===== config.mk =====
export PLATFORM = sky130hd
export DESIGN_NAME = tx_desc_ring_engine
export DESIGN_NICKNAME = d
export VERILOG_FILES = /design/src/rtl/tde_pkg.sv /design/src/rtl/tde_regs.sv /design/src/rtl/tde_walker.sv /design/src/rtl/tx_desc_ring_engine.sv
export SDC_FILE = /design/constraint.sdc
export NUM_CORES = 1
export LEC_CHECK = 0
export BUFFER_PORTS_ARGS = -buffer_cell sky130_fd_sc_hd__buf_4
export CORE_MARGIN = 2
export CORE_UTILIZATION = 34
export CTS_BUF_LIST = sky130_fd_sc_hd__clkbuf_4 sky130_fd_sc_hd__clkbuf_8 sky130_fd_sc_hd__clkbuf_16
export CTS_CLUSTER_DIAMETER = 200
export DETAILED_ROUTE_END_ITERATION = 12
export GPL_ROUTABILITY_DRIVEN = 0
export PLACE_DENSITY = 0.52
export SYNTH_ARGS = -nofsm -noshare
export SYNTH_HDL_FRONTEND = slang
export SYNTH_SLANG_ARGS = --single-unit

===== constraint.sdc =====
create_clock -name clk -period 3.8 [get_ports clk]
set_input_delay 0.19 -clock clk [delete_from_list [all_inputs] [get_ports clk]]
set_output_delay 0.19 -clock clk [all_outputs]
set_load 0.05 [all_outputs]

===== src/rtl/tde_pkg.sv =====
package tde_pkg;

    typedef enum logic [2:0] {
        ST_IDLE,
        ST_HDR,
        ST_BPTR,
        ST_NPTR,
        ST_WORD,
        ST_SEND,
        ST_WBK
    } walk_st_t;

    typedef struct packed {
        logic [15:0] len;
        logic [15:0] stat;
    } desc_hdr_t;

    localparam int OWN_BIT  = 15;
    localparam int ERR_BIT  = 14;
    localparam int DONE_BIT = 4;

    localparam logic [2:0] RA_CTRL    = 3'd0;
    localparam logic [2:0] RA_POLL    = 3'd1;
    localparam logic [2:0] RA_BASE_LO = 3'd2;
    localparam logic [2:0] RA_BASE_HI = 3'd3;
    localparam logic [2:0] RA_ISR     = 3'd4;
    localparam logic [2:0] RA_IER     = 3'd5;

    function automatic logic len_bad(input logic [15:0] len, input int unsigned max_len);
        return (len == 16'd0) || (32'(len) > max_len);
    endfunction

    function automatic logic [7:0] lane_byte(input logic [31:0] w, input logic [1:0] lane);
        return w[lane*8 +: 8];
    endfunction

endpackage


===== src/rtl/tde_regs.sv =====
module tde_regs
    import tde_pkg::*;
#(
    parameter int ADDR_W = 32
) (
    input  logic              clk,
    input  logic              rst,
    input  logic              we,
    input  logic [2:0]        addr,
    input  logic [15:0]       wdata,
    input  logic              done,
    output logic [15:0]       rdata,
    output logic [ADDR_W-1:0] base,
    output logic              poll,
    output logic              abort,
    output logic              isr_flag,
    output logic              irq
);
    localparam int HI_W = ADDR_W - 16;

    logic [15:0]     base_lo;
    logic [HI_W-1:0] base_hi;
    logic            ier_flag;
    logic [15:0]     isr_vec;
    logic [15:0]     ier_vec;

    assign poll  = we && (addr == RA_POLL) && wdata[0];
    assign abort = we && (addr == RA_CTRL) && wdata[0];
    assign base  = {base_hi, base_lo};

    always_ff @(posedge clk) begin
        if (rst) begin
            base_lo  <= '0;
            base_hi  <= '0;
            isr_flag <= 1'b0;
            ier_flag <= 1'b0;
        end else begin
            if (we && addr == RA_BASE_LO) base_lo <= wdata;
            if (we && addr == RA_BASE_HI) base_hi <= wdata[HI_W-1:0];
            if (we && addr == RA_IER)     ier_flag <= wdata[DONE_BIT];
            if (done)
                isr_flag <= 1'b1;
            else if (we && addr == RA_ISR && wdata[DONE_BIT])
                isr_flag <= 1'b0;
        end
    end

    always_comb begin
        isr_vec = '0;
        ier_vec = '0;
        isr_vec[DONE_BIT] = isr_flag;
        ier_vec[DONE_BIT] = ier_flag;
    end

    assign irq = |(isr_vec & ier_vec);

    always_comb begin
        case (addr)
            RA_BASE_LO: rdata = base_lo;
            RA_BASE_HI: rdata = 16'(base_hi);
            RA_ISR:     rdata = isr_vec;
            RA_IER:     rdata = ier_vec;
            default:    rdata = '0;
        endcase
    end

endmodule


===== src/rtl/tde_walker.sv =====
module tde_walker
    import tde_pkg::*;
#(
    parameter int ADDR_W  = 32,
    parameter int MAX_LEN = 1536
) (
    input  logic              clk,
    input  logic              rst,
    input  logic              poll,
    input  logic              abort,
    input  logic [ADDR_W-1:0] base,
    output logic              mem_req,
    output logic              mem_we,
    output logic [ADDR_W-1:0] mem_addr,
    output logic [15:0]       mem_wdata,
    input  logic [31:0]       mem_rdata,
    input  logic              mem_ack,
    output logic              tx_valid,
    output logic [7:0]        tx_data,
    output logic              tx_last,
    input  logic              tx_ready,
    output logic              done
);
    localparam int LEN_W = $clog2(MAX_LEN + 1);

    walk_st_t          st;
    desc_hdr_t         hdr;
    logic [ADDR_W-1:0] cur;
    logic [ADDR_W-1:0] nptr;
    logic [ADDR_W-3:0] bword;
    logic [31:0]       word;
    logic [1:0]        lane;
    logic [LEN_W-1:0]  remain;
    logic              pend;
    logic              xfer;
    logic              bad;

    assign xfer = mem_req && mem_ack;
    assign bad  = len_bad(hdr.len, MAX_LEN);
    assign done = (st == ST_WBK) && xfer && !abort;

    always_ff @(posedge clk) begin
        if (rst) begin
            st     <= ST_IDLE;
            hdr    <= '0;
            cur    <= '0;
            nptr   <= '0;
            bword  <= '0;
            word   <= '0;
            lane   <= '0;
            remain <= '0;
            pend   <= 1'b0;
        end else if (abort) begin
            st   <= ST_IDLE;
            cur  <= base;
            pend <= 1'b0;
        end else begin
            if (poll && st != ST_IDLE) pend <= 1'b1;
            case (st)
                ST_IDLE: if (poll) st <= ST_HDR;
                ST_HDR: if (xfer) begin
                    hdr <= desc_hdr_t'(mem_rdata);
                    if (mem_rdata[OWN_BIT])
                        st <= ST_BPTR;
                    else if (pend || poll)
                        pend <= 1'b0;
                    else
                        st <= ST_IDLE;
                end
                ST_BPTR: if (xfer) begin
                    bword <= mem_rdata[ADDR_W-1:2];
                    st    <= ST_NPTR;
                end
                ST_NPTR: if (xfer) begin
                    nptr <= mem_rdata[ADDR_W-1:0];
                    if (bad) begin
                        st <= ST_WBK;
                    end else begin
                        remain <= hdr.len[LEN_W-1:0];
                        st     <= ST_WORD;
                    end
                end
                ST_WORD: if (xfer) begin
                    word <= mem_rdata;
                    lane <= '0;
                    st   <= ST_SEND;
                end
                ST_SEND: if (tx_ready) begin
                    if (remain == LEN_W'(1)) begin
                        st <= ST_WBK;
                    end else begin
                        remain <= remain - LEN_W'(1);
                        if (lane == 2'd3) begin
                            bword <= bword + 1'b1;
                            st    <= ST_WORD;
                        end else begin
                            lane <= lane + 2'd1;
                        end
                    end
                end
                ST_WBK: if (xfer) begin
                    cur <= nptr;
                    st  <= ST_HDR;
                end
                default: st <= ST_IDLE;
            endcase
        end
    end

    always_comb begin
        mem_req   = 1'b0;
        mem_we    = 1'b0;
        mem_addr  = '0;
        mem_wdata = '0;
        case (st)
            ST_HDR:  begin mem_req = 1'b1; mem_addr = cur; end
            ST_BPTR: begin mem_req = 1'b1; mem_addr = cur + ADDR_W'(4); end
            ST_NPTR: begin mem_req = 1'b1; mem_addr = cur + ADDR_W'(8); end
            ST_WORD: begin mem_req = 1'b1; mem_addr = {bword, 2'b00}; end
            ST_WBK: begin
                mem_req   = 1'b1;
                mem_we    = 1'b1;
                mem_addr  = cur;
                mem_wdata = {1'b0, bad, hdr.stat[13:0]};
            end
            default: ;
        endcase
    end

    assign tx_valid = (st == ST_SEND);
    assign tx_data  = tx_valid ? lane_byte(word, lane) : 8'h00;
    assign tx_last  = tx_valid && (remain == LEN_W'(1));

endmodule


===== src/rtl/tx_desc_ring_engine.sv =====
module tx_desc_ring_engine
    import tde_pkg::*;
#(
    parameter int ADDR_W  = 32,
    parameter int MAX_LEN = 1536
) (
    input  logic              clk,
    input  logic              rst,
    input  logic              reg_we,
    input  logic [2:0]        reg_addr,
    input  logic [15:0]       reg_wdata,
    output logic [15:0]       reg_rdata,
    output logic              mem_req,
    output logic              mem_we,
    output logic [ADDR_W-1:0] mem_addr,
    output logic [15:0]       mem_wdata,
    input  logic [31:0]       mem_rdata,
    input  logic              mem_ack,
    output logic              tx_valid,
    output logic [7:0]        tx_data,
    output logic              tx_last,
    input  logic              tx_ready,
    output logic              irq
);
    logic [ADDR_W-1:0] ring_base;
    logic              poll_p;
    logic              abort_p;
    logic              done_p;
    logic              isr_flag;

    tde_regs #(.ADDR_W(ADDR_W)) u_regs (
        .clk      (clk),
        .rst      (rst),
        .we       (reg_we),
        .addr     (reg_addr),
        .wdata    (reg_wdata),
        .done     (done_p),
        .rdata    (reg_rdata),
        .base     (ring_base),
        .poll     (poll_p),
        .abort    (abort_p),
        .isr_flag (isr_flag),
        .irq      (irq)
    );

    tde_walker #(.ADDR_W(ADDR_W), .MAX_LEN(MAX_LEN)) u_walk (
        .clk       (clk),
        .rst       (rst),
        .poll      (poll_p),
        .abort     (abort_p),
        .base      (ring_base),
        .mem_req   (mem_req),
        .mem_we    (mem_we),
        .mem_addr  (mem_addr),
        .mem_wdata (mem_wdata),
        .mem_rdata (mem_rdata),
        .mem_ack   (mem_ack),
        .tx_valid  (tx_valid),
        .tx_data   (tx_data),
        .tx_last   (tx_last),
        .tx_ready  (tx_ready),
        .done      (done_p)
    );

endmodule


[Word level (Yosys, flattened, before mapping)]
Cells that the tools add are included.
Storage, ports and cells
  bits in registers: 207
  latch bits: 0
  memory bits (writable): 0
  ROM bits: 0
  bits of input ports: 56
  output and inout port bits: 77
  memories: 0
Cells by class
  add/subtract/negate cells: 5
  multipliers: 0
  divide/modulo/power cells: 0
  magnitude comparators: 1
  eq/ne operators: 26
  shifts and indexed selects: 1
  multiplexer cells: 44
  bitwise operators: 2
  reductions and logical operators: 39
Operator list (count)
  $pmux 32 s4: 1
  $mux 30: 4
  $mux 32: 3
  $pmux 16 s4: 1
  $pmux 30 s2: 1
  $mux 11: 4
  $mux 3: 11
  $add 32x3->32 const B: 1
  $add 32x4->32 const B: 1
  $shiftx 32x6->8: 1
  $add 30x1->30 const B: 1
  $pmux 11 s2: 1
  $pmux 3 s7: 1
  $reduce_and 6->1: 3
  $gt 16x11->1 const B: 1
  $logic_not 16->1: 1
  $reduce_or 16->1: 1
  $eq 3x3->1 const B: 5
  $mux 15: 1
  $logic_and 1x1->1: 14
  $eq 3x2->1 const B: 4
  $ne 2x1->1 const B: 6
  $reduce_bool 2->1: 6
  $eq 11x1->1 const B: 1
  other kinds (21): 44

[Depth between registers and ports, before layout]
  depth in word-level cells: 9
  depth in mapped cells: 9
  gate-level depth less buffers: 7

[Cells and area by module]
A second synthesis with hierarchy kept.
Second synthesis, totals
  cells, all modules: 1439
  area total of the unflattened synthesis: 11113.2 um2
Modules (own cells, without submodules)
  tde_walker: instances 1, cells an instance 1262, area an instance 9342.7 um2
  tde_regs: instances 1, cells an instance 177, area an instance 1770.4 um2

[Worst setup path before layout]
No wires, ideal clock.
  path kind: register to output
  start: reg u_walk.cur[3]
  end: out mem_addr[23]
  arrival time: 3356 ps
  slack: 254 ps
  cell stages (with the launch flop): 7
  path buffers: 1
  path through: dfxtp_1 -> ha_1 -> nand2_1 -> nor4_2 -> buf_2 -> nand4_1 -> o311ai_0
Between the ends
  cells in the longest elaborated chain, start to end: 2
Ends and longest elaborated chain
  start, declared: line tde_walker.sv:28  | logic [ADDR_W-1:0] cur;
  start signal, assigned: line tde_walker.sv:55  | cur <= base;
  start signal, assigned: line tde_walker.sv:102  | cur <= nptr;
  $add 32x4->32 / $add 32x3->32 (equally long branches): line tde_walker.sv:118, tde_walker.sv:117
  $pmux 32 s4 (*): line tde_walker.sv:115  | case (st)
  end, declared: line tx_desc_ring_engine.sv:15  | output logic [ADDR_W-1:0] mem_addr,
Every way passes the cells marked *; elsewhere a longest branch is shown, timed or not.

[Worst setup path in the final report]
  start: reg u_walk.cur[2]
  end: out mem_addr[22]
Same word-level chain as after synthesis.

==> flow_summary_export.csv <==
group,metric,value,unit
global_route,groute.usage.overall,0.249,
clock_tree,clk_pin_slew,0.06,ns
logic_synthesis,synth.top_cell.area_share,0.369,
clock_tree,postCtsSetupRepairBufs,0,
power,vdd_drop_max,311,uV
sta,fmax,291,MHz
logic_synthesis,yosys-top-cells-area,"dfxtp_1 37%, nand2_1 11%, a21oi_1 8.1%",
logic_synthesis,yosys.area.top_type,"dfxtp_1",
floorplanning,dieArea,34500,um2
hold_path,min-delay-path-class,"input port to flop",
clock_tree,hold_buffers,49,
job,max-cap-violations,0,
worst_setup_path,start_kind,"flop",
placement,hpwl,30900,um
route,via_per_inst,5.76,
logic_synthesis,ys_warn_count,0,
route,vias,11900,
route,dr.pass1.iters,5,
sta,finalHoldViolCount,0,
logic_synthesis,ys_types,78,
floorplanning,fp.dieH,186,um
route,ant_nets,0,
route,drt_iter0_drc,1159,
global_route,grt_max_degree,87,
clock_tree,cts-buffers-inserted,25,
sta,grt_setup_unrepaired,"false",
logic_synthesis,yosys.cell_count.top_type,"nand2_1",
logic_synthesis,synth_mux_area_frac,0.0715,
sta,fin_setup_tns,0,ns
sta,min_period,3.43,ns
logic_synthesis,synth-xor-area-share,0.00312,
route,drt_wl_total,44000,um
sta,setup_violations,0,
floorplanning,row_count,66,
worst_setup_path,crit_fanout,10,
logic_synthesis,syn_area_per_cell,7.49,um2
clock_tree,tritoncts,"done",
logic_synthesis,synth-edff-count,0,
global_route,grt_overflow_total,0,
layout,diodes,0,
clock_tree,clkLatencyLatePin,0.55,ns
layout,area_growth,22.9,%
logic_synthesis,synth_top_family_by_area,"simple AND/OR/NAND/NOR gates",
floorplanning,top_level_ports,133,
logic_synthesis,ys_ff_latch,207,
clock_tree,htreeDepth,1,
placement,io_buffer_count,131,
clock_tree,clock_tree.root_cell,"clkbuf_16",
sta,relSlewSlack,0.332,
global_route,grt_antenna_before_repair,1,
logic_synthesis,synth_compound_area_frac,0.233,
outcome,outcome,"complete, no violations",
sta,finalClockSkew,0.0160,ns
floorplanning,coreArea,32500,um2
layout,utilization,0.424,
layout,nets,1671,
floorplanning,floorplan.initialDensity,0.345,
floorplanning,die_x,186,um
logic_synthesis,synth-simple-area-share,0.264,
logic_synthesis,syn_nets,1562,
worst_setup_path,cp.arrival,3.24,ns
logic_synthesis,synth_area,11200,um2
power,powerDensity,381,nW/um2
route,drc,0,
clock_tree,clockBufferDepth,3,
sta,worst_pin_slew,0.989,ns
power,leakage,5.10,nW
logic_synthesis,synthFlopType,"dfxtp_1",
route,routedWlPerCell,21.3,um
logic_synthesis,synthAdderAreaFrac,0.00668,
logic_synthesis,syn_inst,1500,
logic_synthesis,synth_common_cells,"336 x nand2_1, 207 x dfxtp_1, 182 x a21oi_1, 109 x nor2_1, 101 x clkbuf_1",
logic_synthesis,ys_seq_area_frac,0.369,
worst_setup_path,worstSetupPathType,"flop to primary output",
clock_tree,cts.sinks,207,
layout,instances_no_fill,2069,
global_route,grt_pass1_wl,65900,um
sta,drv_slew,0,
layout,drive_above_1_share,0.149,
logic_synthesis,synthArstFlopShare,0,
power,finalPower,5.26,mW
placement,dp.cells,1975,
global_route,grt_pass1_vias,10700,
clock_tree,cts-resized-gates,0,
worst_setup_path,worstPathRequired,3.61,ns
worst_setup_path,worstSetupEndpointType,"primary output",
sta,layout_worst_path_cycle_share,0.903,
==> routing by layer <==
layer,routed length [um],share of wire,GRT usage,vias up
li1,-,-,-,5617
met1,20400,0.46,0.367,5704
met2,19300,0.44,0.373,502
met3,2810,0.064,0.0303,89
met4,1520,0.035,0.0850,0
met5,0,0,0,-
==> path summary, 6_finish.rpt <==
path	start	endpoint	slack, ns	depth (start not counted)
worst max-delay path	u_walk.cur[2]	mem_addr[22]	0.37	7
worst min-delay path	mem_ack	u_regs.isr_flag	0.06	3
worst max register to register	u_walk.st[1]	u_walk.remain[0]	1.03	7
worst min register to register	u_walk.hdr[13]	u_walk.hdr[13]	0.45	2
==> flip-flops by register name, indices dropped and copies added, names as in the netlist <==
| name | cells |
|---|---|
| u_regs.ier_flag | 1 |
| u_walk.remain | 11 |
| u_walk.bword | 30 |
| u_walk.pend | 1 |
| u_walk.word | 32 |
| u_walk.cur | 32 |
| u_regs.isr_flag | 1 |
| u_regs.base_lo | 16 |
| u_walk.st | 3 |
| u_walk.nptr | 32 |
| u_walk.hdr | 30 |
| u_regs.base_hi | 16 |
| u_walk.lane | 2 |
==> where the power goes <==
part / total [mW] / internal (mW) / switching, mW
Clock: 2.40 / 1.39 / 1.01
Sequential: 2.27 / 2.21 / 0.0595
Combinational: 0.590 / 0.202 / 0.388
==> cells by family after synthesis <==
| logic type | count (synthesis) |
|---|---|
| other | 1 |
| adder cells (fa/ha/maj) | 6 |
| AO/OA/AOI/OAI | 413 |
| buffers and inverters | 151 |
| XOR/XNOR | 4 |
| flip-flops | 207 |
| multiplexers | 70 |
| AND/OR/NAND/NOR | 648 |
==> area by class of cell <==
type	count	area (um2)
clock buffer	33	711
clock inverter	12	103
fill	3393	18700
inverter	25	93.8
multi-input combinational	1142	6510
sequential	207	4140
tap	442	553
timing repair buffer	208	1690
==> layout by cell type, fill, tap and decap left out, drive strengths merged, types with 4 or more instances in the layout <==
master	n
a211oi	41
a21o	7
a21oi	182
a221oi	9
a22o	4
a22oi	7
a311oi	4
a31oi	13
and2	16
and3	23
and4	8
buf	159
clkbuf	33
clkinv	10
dfxtp	207
dlygate4sd3	49
ha	6
inv	25
mux2i	60
mux4	8
nand2	337
nand2b	9
nand3	39
nand4	26
nor2	109
nor2b	4
nor3	21
nor4	18
o211ai	6
o21a	4
o21ai	50
o22ai	10
o311ai	19
o31ai	18
o32ai	8
or2	6
or3	9
or4	8
==> critical path, cell delays in order (launching register included) <==
cell	delay, ns
dfxtp_1	0.55
ha_1	0.31
nand3_1	0.17
nor4_1	0.57
nand2_1	0.13
xor2_1	0.17
o311ai_1	0.50
buf_4	0.30
==> per-stage QoR <==
step           instance area (um2)  hold WS (ns)  setup WS (ns)
2_1_floorplan                11200         0.326          0.254
6_report                     13800        0.0618          0.367
3_5_place_dp                 12500         0.445           1.00
4_1_cts                      13800        0.0489          0.406
3_3_place_gp                 12500         0.438           1.10
5_1_grt                      13800        0.0604          0.203
Power figures use the tool's default switching activity.
